## src/rtl/bal46_pkg.sv

```systemverilog
package bal46_pkg;

  localparam int NIB_W = 4;
  localparam int SYM_W = 6;

  typedef struct packed {
    logic       bad;
    logic [3:0] nib;
  } sym_dec_t;

  function automatic logic [SYM_W-1:0] nib_to_sym(input logic [NIB_W-1:0] n);
    logic [SYM_W-1:0] s;
    case (n)
      4'h0: s = 6'h0D;
      4'h1: s = 6'h0E;
      4'h2: s = 6'h13;
      4'h3: s = 6'h15;
      4'h4: s = 6'h16;
      4'h5: s = 6'h19;
      4'h6: s = 6'h1A;
      4'h7: s = 6'h1C;
      4'h8: s = 6'h23;
      4'h9: s = 6'h25;
      4'hA: s = 6'h26;
      4'hB: s = 6'h29;
      4'hC: s = 6'h2A;
      4'hD: s = 6'h2C;
      4'hE: s = 6'h32;
      default: s = 6'h34;
    endcase
    return s;
  endfunction

  // Reverse lookup; an unknown group yields nibble 0 with bad set.
  function automatic sym_dec_t sym_to_nib(input logic [SYM_W-1:0] s);
    sym_dec_t d;
    d.bad = 1'b1;
    d.nib = '0;
    for (int k = 0; k < 16; k++) begin
      if (nib_to_sym(4'(k)) == s) begin
        d.bad = 1'b0;
        d.nib = 4'(k);
      end
    end
    return d;
  endfunction

endpackage

```

## src/rtl/bal46_enc.sv

```systemverilog
module bal46_enc
  import bal46_pkg::*;
#(
  parameter int NIBBLES = 2
) (
  input  logic [NIB_W*NIBBLES-1:0] word_i,
  output logic [SYM_W*NIBBLES-1:0] code_o
);
  // Nibble g sits in the same relative slot of the code, so the high
  // nibble's symbol occupies the top bits and leaves the line first.
  for (genvar g = 0; g < NIBBLES; g++) begin : g_nib
    assign code_o[SYM_W*g +: SYM_W] = nib_to_sym(word_i[NIB_W*g +: NIB_W]);
  end
endmodule

```

## src/rtl/bal46_tx.sv

```systemverilog
module bal46_tx
  import bal46_pkg::*;
#(
  parameter int NIBBLES = 2
) (
  input  logic                     clk,
  input  logic                     rst_n,
  input  logic [NIB_W*NIBBLES-1:0] in_word,
  input  logic                     in_valid,
  output logic                     in_ready,
  input  logic                     bit_en,
  output logic                     bit_out
);
  localparam int CODE_W = SYM_W * NIBBLES;
  localparam int CNT_W  = $clog2(CODE_W + 1);

  logic [CODE_W-1:0] shreg;
  logic [CNT_W-1:0]  bits_left;
  logic [CODE_W-1:0] code_w;

  bal46_enc #(.NIBBLES(NIBBLES)) enc_i (
    .word_i (in_word),
    .code_o (code_w)
  );

  // Named events for the assertions.
  logic shift_evt, last_evt, load_evt;
  assign shift_evt = bit_en && (bits_left != '0);
  assign last_evt  = shift_evt && (bits_left == CNT_W'(1));
  assign in_ready  = (bits_left == '0) || last_evt;
  assign load_evt  = in_valid && in_ready;

  always_ff @(posedge clk) begin
    if (!rst_n) begin
      shreg     <= '0;
      bits_left <= '0;
    end else if (load_evt) begin
      shreg     <= code_w;
      bits_left <= CNT_W'(CODE_W);
    end else if (shift_evt) begin
      shreg     <= {shreg[CODE_W-2:0], 1'b0};
      bits_left <= bits_left - CNT_W'(1);
    end
  end

  assign bit_out = shreg[CODE_W-1];

  assert_load_full_R3: assert property (@(posedge clk) disable iff (!rst_n)
    load_evt |=> bits_left == CNT_W'(CODE_W));

  assert_shift_step_R2: assert property (@(posedge clk) disable iff (!rst_n)
    (shift_evt && !load_evt) |=> bits_left == $past(bits_left) - CNT_W'(1));

  assert_idle_low_R4: assert property (@(posedge clk) disable iff (!rst_n)
    (bits_left == '0) |-> !bit_out);

  assert_balanced_load_R5: assert property (@(posedge clk) disable iff (!rst_n)
    load_evt |=> $countones(shreg) == 3 * NIBBLES);

  assert_idle_strobe_R4: assert property (@(posedge clk) disable iff (!rst_n)
    (bits_left == '0 && !in_valid) |=> bits_left == '0);
endmodule

```

## src/rtl/bal46_rx.sv

```systemverilog
module bal46_rx
  import bal46_pkg::*;
#(
  parameter int NIBBLES = 2
) (
  input  logic                     clk,
  input  logic                     rst_n,
  input  logic                     bit_in,
  input  logic                     bit_en,
  input  logic                     clear,
  output logic [NIB_W*NIBBLES-1:0] out_word,
  output logic                     out_valid,
  output logic                     out_err
);
  localparam int CODE_W = SYM_W * NIBBLES;
  localparam int CNT_W  = $clog2(CODE_W);

  logic [CODE_W-1:0] shreg;
  logic [CODE_W-1:0] next_shreg;
  logic [CNT_W-1:0]  bit_cnt;

  logic shift_evt, full_evt;
  assign shift_evt  = bit_en && !clear;
  assign full_evt   = shift_evt && (bit_cnt == CNT_W'(CODE_W - 1));
  assign next_shreg = {shreg[CODE_W-2:0], bit_in};

  logic [NIB_W*NIBBLES-1:0] dec_word;
  logic [NIBBLES-1:0]       dec_bad;

  for (genvar g = 0; g < NIBBLES; g++) begin : g_grp
    sym_dec_t d;
    assign d = sym_to_nib(next_shreg[SYM_W*g +: SYM_W]);
    assign dec_word[NIB_W*g +: NIB_W] = d.nib;
    assign dec_bad[g] = d.bad;
  end

  always_ff @(posedge clk) begin
    if (!rst_n) begin
      shreg     <= '0;
      bit_cnt   <= '0;
      out_valid <= 1'b0;
      out_word  <= '0;
      out_err   <= 1'b0;
    end else begin
      out_valid <= full_evt;
      if (full_evt) begin
        out_word <= dec_word;
        out_err  <= |dec_bad;
      end
      if (clear) begin
        shreg   <= '0;
        bit_cnt <= '0;
      end else if (shift_evt) begin
        shreg   <= next_shreg;
        bit_cnt <= full_evt ? '0 : bit_cnt + CNT_W'(1);
      end
    end
  end

  assert_single_strobe_R7: assert property (@(posedge clk) disable iff (!rst_n)
    out_valid |=> !out_valid);

  assert_clear_quiet_R9: assert property (@(posedge clk) disable iff (!rst_n)
    clear |=> !out_valid);

  assert_clear_restart_R9: assert property (@(posedge clk) disable iff (!rst_n)
    clear |=> bit_cnt == '0);

  assert_count_range_R7: assert property (@(posedge clk) disable iff (!rst_n)
    bit_cnt < CNT_W'(CODE_W));
endmodule

```

## src/rtl/bal46_codec.sv

```systemverilog
module bal46_codec
  import bal46_pkg::*;
#(
  parameter int NIBBLES = 2,
  localparam int WORD_W = NIB_W * NIBBLES
) (
  input  logic              clk,
  input  logic              rst_n,
  input  logic [WORD_W-1:0] tx_byte,
  input  logic              tx_valid,
  output logic              tx_ready,
  input  logic              tx_bit_en,
  output logic              tx_bit,
  input  logic              rx_bit,
  input  logic              rx_bit_en,
  input  logic              rx_clear,
  output logic [WORD_W-1:0] rx_byte,
  output logic              rx_byte_valid,
  output logic              rx_err
);
  bal46_tx #(.NIBBLES(NIBBLES)) tx_i (
    .clk      (clk),
    .rst_n    (rst_n),
    .in_word  (tx_byte),
    .in_valid (tx_valid),
    .in_ready (tx_ready),
    .bit_en   (tx_bit_en),
    .bit_out  (tx_bit)
  );

  bal46_rx #(.NIBBLES(NIBBLES)) rx_i (
    .clk       (clk),
    .rst_n     (rst_n),
    .bit_in    (rx_bit),
    .bit_en    (rx_bit_en),
    .clear     (rx_clear),
    .out_word  (rx_byte),
    .out_valid (rx_byte_valid),
    .out_err   (rx_err)
  );
endmodule

```

## config.mk

```make
export PLATFORM = sky130hd
export DESIGN_NAME = bal46_codec
export DESIGN_NICKNAME = d
export VERILOG_FILES = /design/src/rtl/bal46_pkg.sv /design/src/rtl/bal46_enc.sv /design/src/rtl/bal46_tx.sv /design/src/rtl/bal46_rx.sv /design/src/rtl/bal46_codec.sv
export SDC_FILE = /design/constraint.sdc
export NUM_CORES = 1
export LEC_CHECK = 0
export BUFFER_PORTS_ARGS = -buffer_cell sky130_fd_sc_hd__buf_2
export CAP_MARGIN = 20
export CORE_ASPECT_RATIO = 0.9
export CORE_MARGIN = 10
export CORE_UTILIZATION = 59
export CTS_CLUSTER_DIAMETER = 30
export DETAILED_ROUTE_END_ITERATION = 10
export PLACE_DENSITY = 0.77
export SYNTH_ARGS = -nofsm -noshare
export SYNTH_HDL_FRONTEND = slang
export SYNTH_SLANG_ARGS = --single-unit
```

## constraint.sdc

```tcl
create_clock -name clk -period 1.7 [get_ports clk]
set_input_delay 0.085 -clock clk [delete_from_list [all_inputs] [get_ports clk]]
set_output_delay 0.085 -clock clk [all_outputs]
set_load 0.005 [all_outputs]
```

Word level (Yosys, flattened, before mapping)
Memories as Yosys holds them, arrays and structs flattened. Index checks and enable logic that the tools add are counted.

Register bits after elaboration: 41. ROM bits: 192. Output and inout bits: 12. Memories: 2.

Add/subtract/negate cells: 2. Eq/ne operators: 34. Multiplexer cells: 37. Bitwise logic cells: 1. Reductions and logical operators: 13.

Memories: (no name shown) (words 16, width 6, rd ports 1, clocked after memory_dff 0, wr ports 0, RTL line bal46_pkg.sv:13) `case (n)`; (no name shown) (words 16, width 6, rd ports 1, clocked after memory_dff 0, wr ports 0, RTL line bal46_pkg.sv:13).

Operators with widths (count): two-way mux 5 bit (32); == test 6 bit, first input constant (16); == test 5 x 6 -> 1 bit, first input constant (12); == test 4 x 6 -> 1 bit, first input constant (4); two-way mux 12 bit (2); two-way mux 4 bit (3); OR reduction 2 bit (3); logical AND 1 bit (5); adder 4 x 1 -> 4 bit, second input constant (1); == test 4 x 1 -> 1 bit, second input constant (1); == test 4 bit, second input constant (1); logical NOT 4 bit (1); nonzero test 4 bit (1); subtractor 4 x 1 -> 4 bit, second input constant (1); nonzero test 2 bit (1); logical NOT 1 bit (1); logical OR 1 bit (1); NOT 1 bit (1).

Depth between registers and ports, before layout
Gate-level depths: netlist (run 1).

Word-level depth: 18. Gate-level depth with buffers: 8. Mapped depth without buffers: 7.

Cells and area by module
A second synthesis (run 1) with hierarchy kept.

Cell total of the unflattened synthesis: 339. Area, all modules: 2806.4 um^2.

By module, submodules not included: bal46_rx (times used 1, cells an instance 177, area each 1532.7 um^2, sequential area each 500.5 um^2); bal46_tx (times used 1, cells an instance 103, area each 859.6 um^2, sequential area each 320.3 um^2); bal46_enc (times used 1, cells an instance 59, area each 414.1 um^2, sequential area each 0.0 um^2).

Worst setup path after synthesis (run 1)
Ideal clock, no wire load.

Path type: flip-flop to flip-flop. Start: register tx_i.bits_left[0]. End: register tx_i.shreg[9]. Setup time: 136 ps. Arrival time: 1472 ps. Data required time: 1564 ps. Setup slack: 92 ps. Stages on the path, launching flop included: 8. Path buffers: 0. Clock period less this slack: 1608 ps. Cells stage by stage: dfxtp_1 -> inv_1 -> ha_1 -> a21oi_1 -> nor3_1 -> nand2_2 -> a2111oi_0 -> a211oi_1.

Word-level cells in the longest chain between the ends: 6. Elaborated cells between the ends (all ways): 9.

RTL lines: start: declaration (RTL line bal46_tx.sv:18) `logic [CNT_W-1:0] bits_left;`; start signal: assignment (RTL line bal46_tx.sv:39) `bits_left <= CNT_W'(CODE_W);`; start signal: assignment (RTL line bal46_tx.sv:42) `bits_left <= bits_left - CNT_W'(1);`; nonzero test 4 bit (RTL line bal46_tx.sv:28) `assign shift_evt = bit_en && (bits_left != '0);`; logical AND 1 bit (RTL line bal46_tx.sv:28); logical AND 1 bit (RTL line bal46_tx.sv:29) `assign last_evt = shift_evt && (bits_left == CNT_W'(1));`; logical OR 1 bit (*) (RTL line bal46_tx.sv:30) `assign in_ready = (bits_left == '0) || last_evt;`; via tx_ready (RTL line bal46_codec.sv:11) `output logic tx_ready,`; logical AND 1 bit (*) (RTL line bal46_tx.sv:31) `assign load_evt = in_valid && in_ready;`; two-way mux 12 bit or nonzero test 2 bit (tied branches); end signal: assignment (RTL line bal46_tx.sv:38) `shreg <= code_w;`; end signal: assignment (RTL line bal46_tx.sv:41) `shreg <= {shreg[CODE_W-2:0], 1'b0};`; end: declaration (RTL line bal46_tx.sv:17) `logic [CODE_W-1:0] shreg;`.

The timed path passes the listed nets; every way through them passes the cells marked *. A chain may end at the register's enable or synchronous reset.

Worst setup path after layout (run 1)
Start: register tx_i.bits_left[0]. End: register tx_i.shreg[4].

Word-level cells in the longest chain between the ends: 6. Elaborated cells between the ends (all ways): 9.

RTL lines (RTL line): nonzero test 4 bit (bal46_tx.sv:28); logical AND 1 bit (bal46_tx.sv:28); logical AND 1 bit (bal46_tx.sv:29); logical OR 1 bit (bal46_tx.sv:30); logical AND 1 bit (bal46_tx.sv:31); two-way mux 12 bit or nonzero test 2 bit (tied branches).

Several ways; a longest one is shown, not always the timed one.

==> impl_metrics.ini, run 1 <==
[power_and_ir_drop]
vdd_ir_drop_max_mv = 0.4992
p_comb_share_pct = 34.3
p_leak_nw = 1.376
switching_power_mw = 0.9908
p_int_mw = 2.147
clockPowerShare_pct = 25.8
power_frac_seq_pct = 39.9
power_density_mw_per_mm2 = 999.1
switching_share_pct = 31.58

[sta]
rsz0062_at_grt = yes
fin_skew_ns = 0.005225
tightest_slew_ns = 0.5446
finalMaxSlewViolations = 0
fin_crit_ns = 1.624
setup_tns_ns = 0
fin_crit_sh_pct = 95.54
setup_viol = 0
fmax_mhz = 615.7
relSlewSlack_pct = 63.69
timing_hold_violations_final = 0

[detailed_routing]
wl_per_cell_um = 14.34
first_iter_violations = 128
dr.pass1.iters = 5
vias = 2323
drcViolationCount = 0
vias_per_cell = 5.625
wl_mm = 5.922
antenna_left = 0

[clocking]
cts_buffers = 5
cts_tree = done
cts_hold_buf = 0
cts_sinks = 41
clkTransAtPathRegs_ns = 0.08
clockBufferDepth = 2
clockRootBuffer = clkbuf_8
clk-insertion-delay-late_ns = 0.29
cts_max_level = 2

[final_layout]
diodes = 0
fin_cells = 413
final_area_mm2 = 0.003141
most-common-layout-cells = 35 x dfxtp_1, 30 x nor2_1, 27 x buf_2, 26 x mux2i_1, 25 x a21oi_1
layout-drive-gt1-share_pct = 22.79
nFillCells = 375
areaGrowthSynthToFinish_pct = 17.29
final_common_cell = dfxtp_1
nets = 381

[floorplan]
rows = 23
die-area_mm2 = 0.007637
dieHeight_um = 83.91
start_util_pct = 60.42
core_area_mm2 = 0.004432
die_w_um = 91.01
io_pins = 27

[synth]
ys_types = 43
synth_async_sr_flop_share_pct = 0
ys_ff_latch = 41
yosys_most_used_dff = dfxtp_1
synth_nets = 347
syn_area_per_cell_um2 = 8.473
synth_area_mm2 = 0.002678
synth_edf_count = 0
ys_warn_count = 0
synth-seq-area-share_pct = 30.65
syn_inst = 316

[global_route]
grt_overflow = 0
grt_usage_pct = 14.11
antenna_found_initial = 0
grt_pass1_wl_mm = 9.425
grt_max_degree = 16
grt_pass1_vias = 2106

[placement]
dp.cells = 397
dp_hpwl_mm = 4.105
placedInstanceArea_mm2 = 0.002904
portBuffers = 26
place.gp.congestion = 0.8131

[critical_path]
worstPathArrival_ns = 1.80
crit_type = register to register
r2r_cells = 8
end_kind = register
start_kind = register
cp.required_ns = 1.88
path_max_fanout = 4

[worst_hold_path]
holdPathStages = 3
min_path_type = primary input to register

[flow_run]
cap_violations = 0

[outcome]
status = finished clean
[cell type report]
| cell class | instances | area (um^2) | area share (%) |
|---|---|---|---|
| inverter | 13 | 48.80 | 1.554 |
| timing repair buffer | 50 | 319.1 | 10.16 |
| tap | 62 | 77.57 | 2.470 |
| sequential | 41 | 828.3 | 26.37 |
| clock buffer | 7 | 86.33 | 2.749 |
| clock inverter | 1 | 30.03 | 0.9562 |
| multi-input combinational | 239 | 1750 | 55.74 |
[critical path: stages, from the launching register on]
cell	delay (ns)
dfxtp_2	0.35
inv_2	0.07
ha_2	0.18
a21oi_1	0.05
nor3_2	0.26
buf_4	0.16
nand2_1	0.09
o31ai_1	0.29
a21oi_1	0.07
[through the flow]
stage	hold WS, ns	power [mW]	util, %	setup WS, ns
4_1_cts	0.1234	3.035	68.32	0.04571
6_report	0.1287	3.138	70.86	0.07576
5_1_grt	0.1520	3.317	70.86	-0.04758
3_3_place_gp	0.4212	2.182	65.53	0.09328
3_5_place_dp	0.4342	2.215	65.53	-0.05047
2_1_floorplan	0.2186	1.933	-	0.09230
[layer usage]
layer	global-route usage (%)	routed length, um	part of all wire, %
met4	4.410	56	0.95
met1	17.70	2928	49
met2	22.95	2671	45
met5	0	0	0
met3	3.597	266	4.5
[power groups by stage]
stage | registers (mW) | logic (mW) | clock network [mW]
2_1_floorplan | 1.23 | 0.703 | 0
3_3_place_gp | 1.25 | 0.930 | 0
3_5_place_dp | 1.26 | 0.955 | 0
4_1_cts | 1.24 | 0.970 | 0.822
5_1_grt | 1.27 | 1.20 | 0.850
6_report | 1.25 | 1.08 | 0.810
[path summary, 6_finish.rpt]
| check | start | slack, ns | end |
|---|---|---|---|
| worst max-delay path | tx_i.bits_left[0] | 0.08 | tx_i.shreg[4] |
| worst min-delay path | rst_n | 0.13 | rx_i.out_word[4] |
| worst max register to register | tx_i.bits_left[0] | 0.08 | tx_i.shreg[4] |
| worst min register to register | tx_i.shreg[0] | 0.49 | tx_i.shreg[0] |
[kinds of logic after synthesis]
logic type	count (synthesis)	synth area share, %
flops	41	30.65
xor+xnor	17	5.561
compound gates	78	19.30
mux	27	10.14
buf+inv	37	6.122
simple gates	100	20.75
fa+ha+maj	16	7.477
[state kept, by name, indices dropped and copies added (netlist names)]
register / count
rx_i.out_word: 8
rx_i.out_err: 1
rx_i.bit_cnt: 4
tx_i.shreg: 12
rx_i.shreg: 11
rx_i.out_valid: 1
tx_i.bits_left: 4
[cells in the mapped netlist (4+ instances only)]
library cell	n	area share [%]
xor2_1	12	3.9
clkbuf_1	9	1.3
a21oi_1	25	4.7
inv_1	13	1.8
nand2b_1	5	1.2
a211oi_1	13	3.6
o21ai_0	18	3.4
ha_1	16	7.5
nand3_1	4	0.75
dfxtp_1	41	31
buf_2	14	2.6
nor2b_1	14	3.3
xnor2_1	5	1.6
nand3b_1	6	1.7
nor2_1	30	4.2
nand2_1	11	1.5
nor4bb_1	5	1.9
nor3_1	8	1.5
mux2i_1	26	9.7
[timing repair]
item,CTS,global route
endpoints found under the setup margin,4,18
resized for setup,3,17
buffers inserted,0,5
gates cloned,0,3
pin swaps,0,4
Note: power is estimated with default switching activity, not from simulation.
==> run 2: changes to the inputs <==
--- a/config.mk
+++ b/config.mk
@@ -7,12 +7,15 @@
 export LEC_CHECK = 0
 export BUFFER_PORTS_ARGS = -buffer_cell sky130_fd_sc_hd__buf_2
 export CAP_MARGIN = 20
+export CELL_PAD_IN_SITES_DETAIL_PLACEMENT = 2
+export CELL_PAD_IN_SITES_GLOBAL_PLACEMENT = 2
 export CORE_ASPECT_RATIO = 0.9
 export CORE_MARGIN = 10
-export CORE_UTILIZATION = 59
+export CORE_UTILIZATION = 36
 export CTS_CLUSTER_DIAMETER = 30
 export DETAILED_ROUTE_END_ITERATION = 10
 export PLACE_DENSITY = 0.77
+export REMOVE_ABC_BUFFERS = 1
 export SYNTH_ARGS = -nofsm -noshare
 export SYNTH_HDL_FRONTEND = slang
 export SYNTH_SLANG_ARGS = --single-unit
==> run 2 against run 1 <==
Effect of this change: the run now ends with setup timing left; worst hold slack got worse by 0.0081 ns; die area rose by 48%; maximum frequency fell by 8.0%; final cell count increased by 11%; final area up 6.0%; non-clock buffer count increased by 16; critical path type unchanged; critical endpoint is now rx_i.bit_cnt[0].
==> impl_metrics.ini, run 2 (synthesized netlist as in run 1, its figures left out) <==
[outcome]
status = complete, but fails checks
violations = setup timing

[clocking]
cts_sinks = 41
cts_max_level = 2
clk-insertion-delay-late_ns = 0.30
clkTransAtPathRegs_ns = 0.08
cts_buffers = 5
clockRootBuffer = clkbuf_8
cts_tree = done
clockBufferDepth = 2

[sta]
finalMaxSlewViolations = 0
rsz0062_at_grt = yes
hold_slack_ns = 0.1206
fin_crit_sh_pct = 103.9
setup_viol = 3
tightest_slew_ns = 0.6031
fin_skew_ns = 0.003539
relSlewSlack_pct = 59.79
timing_hold_violations_final = 0
fmax_mhz = 566.4
layout_setup_ws_ns = -0.06555
fin_crit_ns = 1.766

[critical_path]
path_delay_family = simple AND/OR/NAND/NOR gates
worstPathArrival_ns = 1.92
crit_type = register to register
start_kind = register
critPathBufInv = 2
path_cells = ha_1, nand2_2, nor4b_4, buf_6, buf_4, nor3_1, a21oi_1, nor2_1
cp.required_ns = 1.86
end_kind = register
path_max_fanout = 5
crit_slowest_cell = nor4b_4
cpPeakStageDelay_ns = 0.40

[placement]
pre_cts_slack_ns = -0.08946
dp_hpwl_mm = 5.839
portBuffers = 26
placedInstanceArea_mm2 = 0.003025
place.gp.congestion = 0.7573

[final_layout]
most-common-layout-cells = 35 x buf_4, 33 x dfxtp_1, 30 x nor2_1, 27 x buf_2, 25 x mux2i_1
final_area_mm2 = 0.003328
top_regs = tx_i.shreg x12, rx_i.shreg x11, rx_i.out_word x8
layout-drive-gt1-share_pct = 28.42
areaGrowthSynthToFinish_pct = 24.30
top_register = tx_i.shreg
largest_register_ffs = 12
nets = 396
diodes = 0
final_common_cell = buf_4
nFillCells = 799

[detailed_routing]
wl_mm = 8.751
first_iter_violations = 71
vias = 2509
dr.pass1.iters = 3
antenna_left = 0
drcViolationCount = 0
wl_per_cell_um = 19.07
vias_per_cell = 5.466

[power_and_ir_drop]
clockPowerShare_pct = 19.9
p_comb_share_pct = 40.3
vdd_ir_drop_max_mv = 0.4564
p_leak_nw = 1.445
power_frac_seq_pct = 39.8
switching_share_pct = 36.03
switching_power_mw = 1.167
p_int_mw = 2.071
power_density_mw_per_mm2 = 972.8

[global_route]
grt_max_degree = 18
grt_overflow = 0
grt_pass1_vias = 2541
grt_pass1_wl_mm = 12.92
antenna_found_initial = 0
grt_usage_pct = 13.52

[floorplan]
dieHeight_um = 101.8
rows = 29
start_util_pct = 37.46
die_w_um = 110.9
core_area_mm2 = 0.007148
die-area_mm2 = 0.01129
io_pins = 27

[flow_run]
cap_violations = 0

[worst_hold_path]
min_path_type = primary input to register
==> run 2: cell types whose count changed in the layout (fill, tap and decap cells not counted), sizes merged <==
cell           before  now
nand2              13   12
clkbuf              7    8
buf                49   66
clkdlybuf4s15       1    0
bufinv              1    0
==> run 2: cell type report <==
type	count	area [um^2]	share of cell area [%]
well taps	93	116.4	3.496
flip-flops and latches	41	835.8	25.11
repair buffers	66	442.9	13.31
clock buffers	8	80.08	2.406
multi-input cells	238	1799	54.06
inverters	13	53.80	1.617
==> run 2: worst reg2reg max path, cell delays in order (launching register included) <==
cell and delay (ns):
dfxtp_2 0.36, ha_1 0.18, nand2_2 0.11, nor4b_4 0.41, buf_6 0.18, buf_4 0.12
nor3_1 0.04, a21oi_1 0.15, nor2_1 0.08
==> run 2: power groups by stage <==
stage	sequential (mW)	clock [mW]	combinational [mW]
2_1_floorplan	1.23	0	0.638
3_3_place_gp	1.25	0	0.975
3_5_place_dp	1.27	0	1.02
4_1_cts	1.25	0.652	1.04
5_1_grt	1.31	0.697	1.42
6_report	1.29	0.643	1.30
==> run 2: final timing paths <==
check                                     start         endpoint  slack, ns  cells after the start
worst min register to register    tx_i.shreg[0]    tx_i.shreg[0]       0.53                      2
worst min-delay path                   tx_valid    tx_i.shreg[0]       0.12                      3
worst max register to register  rx_i.bit_cnt[0]  rx_i.bit_cnt[0]      -0.07                      8
worst max-delay path            rx_i.bit_cnt[0]  rx_i.bit_cnt[0]      -0.07                      8
==> run 2: routing by layer <==
layer | GRT usage [%] | up-vias | part of all wire (%)
met5 | 0 | - | 0
met1 | 16.29 | 1245 | 46
met3 | 2.578 | 11 | 2.1
li1 | - | 1230 | -
met2 | 24.28 | 23 | 51
met4 | 3.600 | 0 | 1.2
==> run 2: stage by stage <==
stage | utilization, % | std cells | total power, mW | setup TNS [ns]
3_3_place_gp | 42.32 | 439 | 2.230 | 0
3_5_place_dp | 42.32 | 439 | 2.290 | -0.3463
5_1_grt | 46.56 | 459 | 3.427 | -0.7601
6_report | 46.56 | 459 | 3.238 | -0.07304
2_1_floorplan | - | 292 | 1.870 | -8.506
4_1_cts | 43.53 | 447 | 2.948 | 0
==> run 2: what timing repair did <==
item,CTS,global route
buffers inserted,0,11
resized for setup,2,38
hold buffers,0,0
setup endpoints to repair,7,17
cloned,0,1
pin swaps,0,5
==> run 3: changes to the inputs <==
--- a/config.mk
+++ b/config.mk
@@ -9,13 +9,14 @@
 export CAP_MARGIN = 20
 export CELL_PAD_IN_SITES_DETAIL_PLACEMENT = 2
 export CELL_PAD_IN_SITES_GLOBAL_PLACEMENT = 2
-export CORE_ASPECT_RATIO = 0.9
-export CORE_MARGIN = 10
+export CORE_ASPECT_RATIO = 1.1
+export CORE_MARGIN = 4
 export CORE_UTILIZATION = 36
 export CTS_CLUSTER_DIAMETER = 30
 export DETAILED_ROUTE_END_ITERATION = 10
 export PLACE_DENSITY = 0.77
 export REMOVE_ABC_BUFFERS = 1
+export SLEW_MARGIN = 30
 export SYNTH_ARGS = -nofsm -noshare
 export SYNTH_HDL_FRONTEND = slang
 export SYNTH_SLANG_ARGS = --single-unit
==> run 3 against run 2 <==
Effect of this change: the flow now finishes without violations; flip-flop and latch count is the same; combinational power about the same; power is 2.9% higher; global-route usage grew 4.7 points; final cell count down 3.3%; setup slack improved by 0.080 ns; register-to-register slack better by 0.08 ns; final area grew 0.98%; via count decreased by 1.6%; clock power up 13%; clock skew grew 0.0052 ns; sequential share of layout area decreased by 0.39 points; largest power group unchanged.
==> impl_metrics.ini, run 3 (synthesized netlist as in run 1, its figures left out) <==
[placement]
portBuffers = 26
place.gp.congestion = 0.7558
dp_hpwl_mm = 5.658

[floorplan]
start_util_pct = 37.57
die-area_mm2 = 0.008883
dieHeight_um = 98.45
rows = 32
die_w_um = 90.23
core_area_mm2 = 0.007127
io_pins = 27

[detailed_routing]
dr.pass1.iters = 4
antenna_left = 0
wl_per_cell_um = 19.17
vias_per_cell = 5.561
drcViolationCount = 0
wl_mm = 8.513
vias = 2469
first_iter_violations = 45

[sta]
finalMaxSlewViolations = 0
setup_tns_ns = 0
fin_crit_ns = 1.686
fin_crit_sh_pct = 99.16
timing_hold_violations_final = 0
tightest_slew_ns = 0.5683
fmax_mhz = 593.2
fin_skew_ns = 0.008763
setup_viol = 0
relSlewSlack_pct = 62.11

[global_route]
grt_max_degree = 18
grt_pass1_wl_mm = 13.52
grt_overflow = 0
antenna_found_initial = 0
grt_usage_pct = 18.27
grt_pass1_vias = 2658

[final_layout]
fin_util_pct = 47.16
areaGrowthSynthToFinish_pct = 25.51
nFillCells = 783
most-common-layout-cells = 35 x dfxtp_1, 30 x nor2_1, 27 x buf_2, 25 x a21oi_1
diodes = 0
final_common_cell = dfxtp_1
top_regs = tx_i.shreg x12, rx_i.shreg x11, rx_i.out_word x8
layout-drive-gt1-share_pct = 27.58
largest_register_ffs = 12
top_register = tx_i.shreg
nets = 389

[power_and_ir_drop]
vdd_ir_drop_max_mv = 0.3247
power_density_mw_per_mm2 = 991.1
p_leak_nw = 1.440

[clocking]
clk-insertion-delay-late_ns = 0.30
clkTransAtPathRegs_ns = 0.08
cts_sinks = 41
clockBufferDepth = 2
clockRootBuffer = clkbuf_8
cts_max_level = 2
cts_tree = done
cts_buffers = 5

[critical_path]
path_cells = ha_1, nand2_2, nor4b_4, buf_6, o21ai_0, o221a_2
cp.required_ns = 1.89
worstPathArrival_ns = 1.88
crit_type = register to register
r2r-start = rx_i.bit_cnt[0]
start_kind = register
cpPeakStageDelay_ns = 0.37
crit_slowest_cell = dfxtp_1
end_kind = register
endpoint = rx_i.out_word[1]
reg2reg_slack_ns = 0.01
r2r-end = rx_i.out_word[1]
r2r_cells = 6
cp-startpoint = rx_i.bit_cnt[0]
path_max_fanout = 7

[worst_hold_path]
holdPathStages = 3
min_path_type = primary input to register

[outcome]
status = finished clean

[flow_run]
cap_violations = 0
run 3: layout make-up:
type	count	area (um^2)	share of cell area, %
clock buffer	7	96.34	2.867
multi-input combinational	238	1846	54.91
tap	85	106.4	3.165
inverter	13	53.80	1.601
timing repair buffer	59	422.9	12.58
clock inverter	1	5.005	0.1489
sequential	41	830.8	24.72
run 3: worst min-delay path by stage:
stage | startpoint | slack (ns) | end
4_1_cts | tx_valid | 0.09 | tx_i.shreg[0]
6_report | tx_valid | 0.11 | tx_i.shreg[0]
2_1_floorplan | rst_n | 0.21 | rx_i.out_valid
3_3_place_gp | tx_valid | 0.40 | tx_i.shreg[0]
5_1_grt | tx_valid | 0.14 | tx_i.shreg[0]
3_5_place_dp | tx_valid | 0.41 | tx_i.shreg[0]
run 3: power by group:
part	total [mW]	internal (mW)	switching, mW
Sequential	1.29	1.13	0.160
Clock	0.728	0.368	0.360
Combinational	1.31	0.649	0.660
Total	3.33	2.15	1.18
run 3: what timing repair did:
action / in CTS / in global routing
setup buffers: 0 / 4
gates resized for setup: 8 / 38
setup endpoints to repair: 7 / 17
gates cloned: 0 / 1
pin swaps: 1 / 7
hold buffers: 0 / 0
run 3: worst max-delay path, delay by kind of cell (launching register included):
family,cells,cell delay (ns)
AO/OA/AOI/OAI,2,0.32
adder cells (fa/ha/maj),1,0.23
AND/OR/NAND/NOR,2,0.46
buffers and inverters,1,0.19
flip-flops,1,0.37
run 3: per-stage QoR:
step	total power [mW]	setup WS, ns	cell area (um^2)	std cells	hold slack [ns]
CTS	3.122	-0.01429	3168	439	0.08874
global route	3.530	-0.1089	3361	444	0.1443
global placement	2.253	0.07873	3040	431	0.4049
finish	3.331	0.01435	3361	444	0.1092
floorplan	1.870	-0.8755	2562	292	0.2067
detailed placement	2.323	-0.1314	3040	431	0.4103
run 3: layer usage:
| metal | global-route usage (%) | vias up | wire, um |
|---|---|---|---|
| li1 | - | 1210 | - |
| met1 | 22.27 | 1217 | 3626 |
| met2 | 33.68 | 32 | 4580 |
| met3 | 3.053 | 10 | 206 |
| met4 | 4.005 | 0 | 100 |
| met5 | 0 | - | 0 |
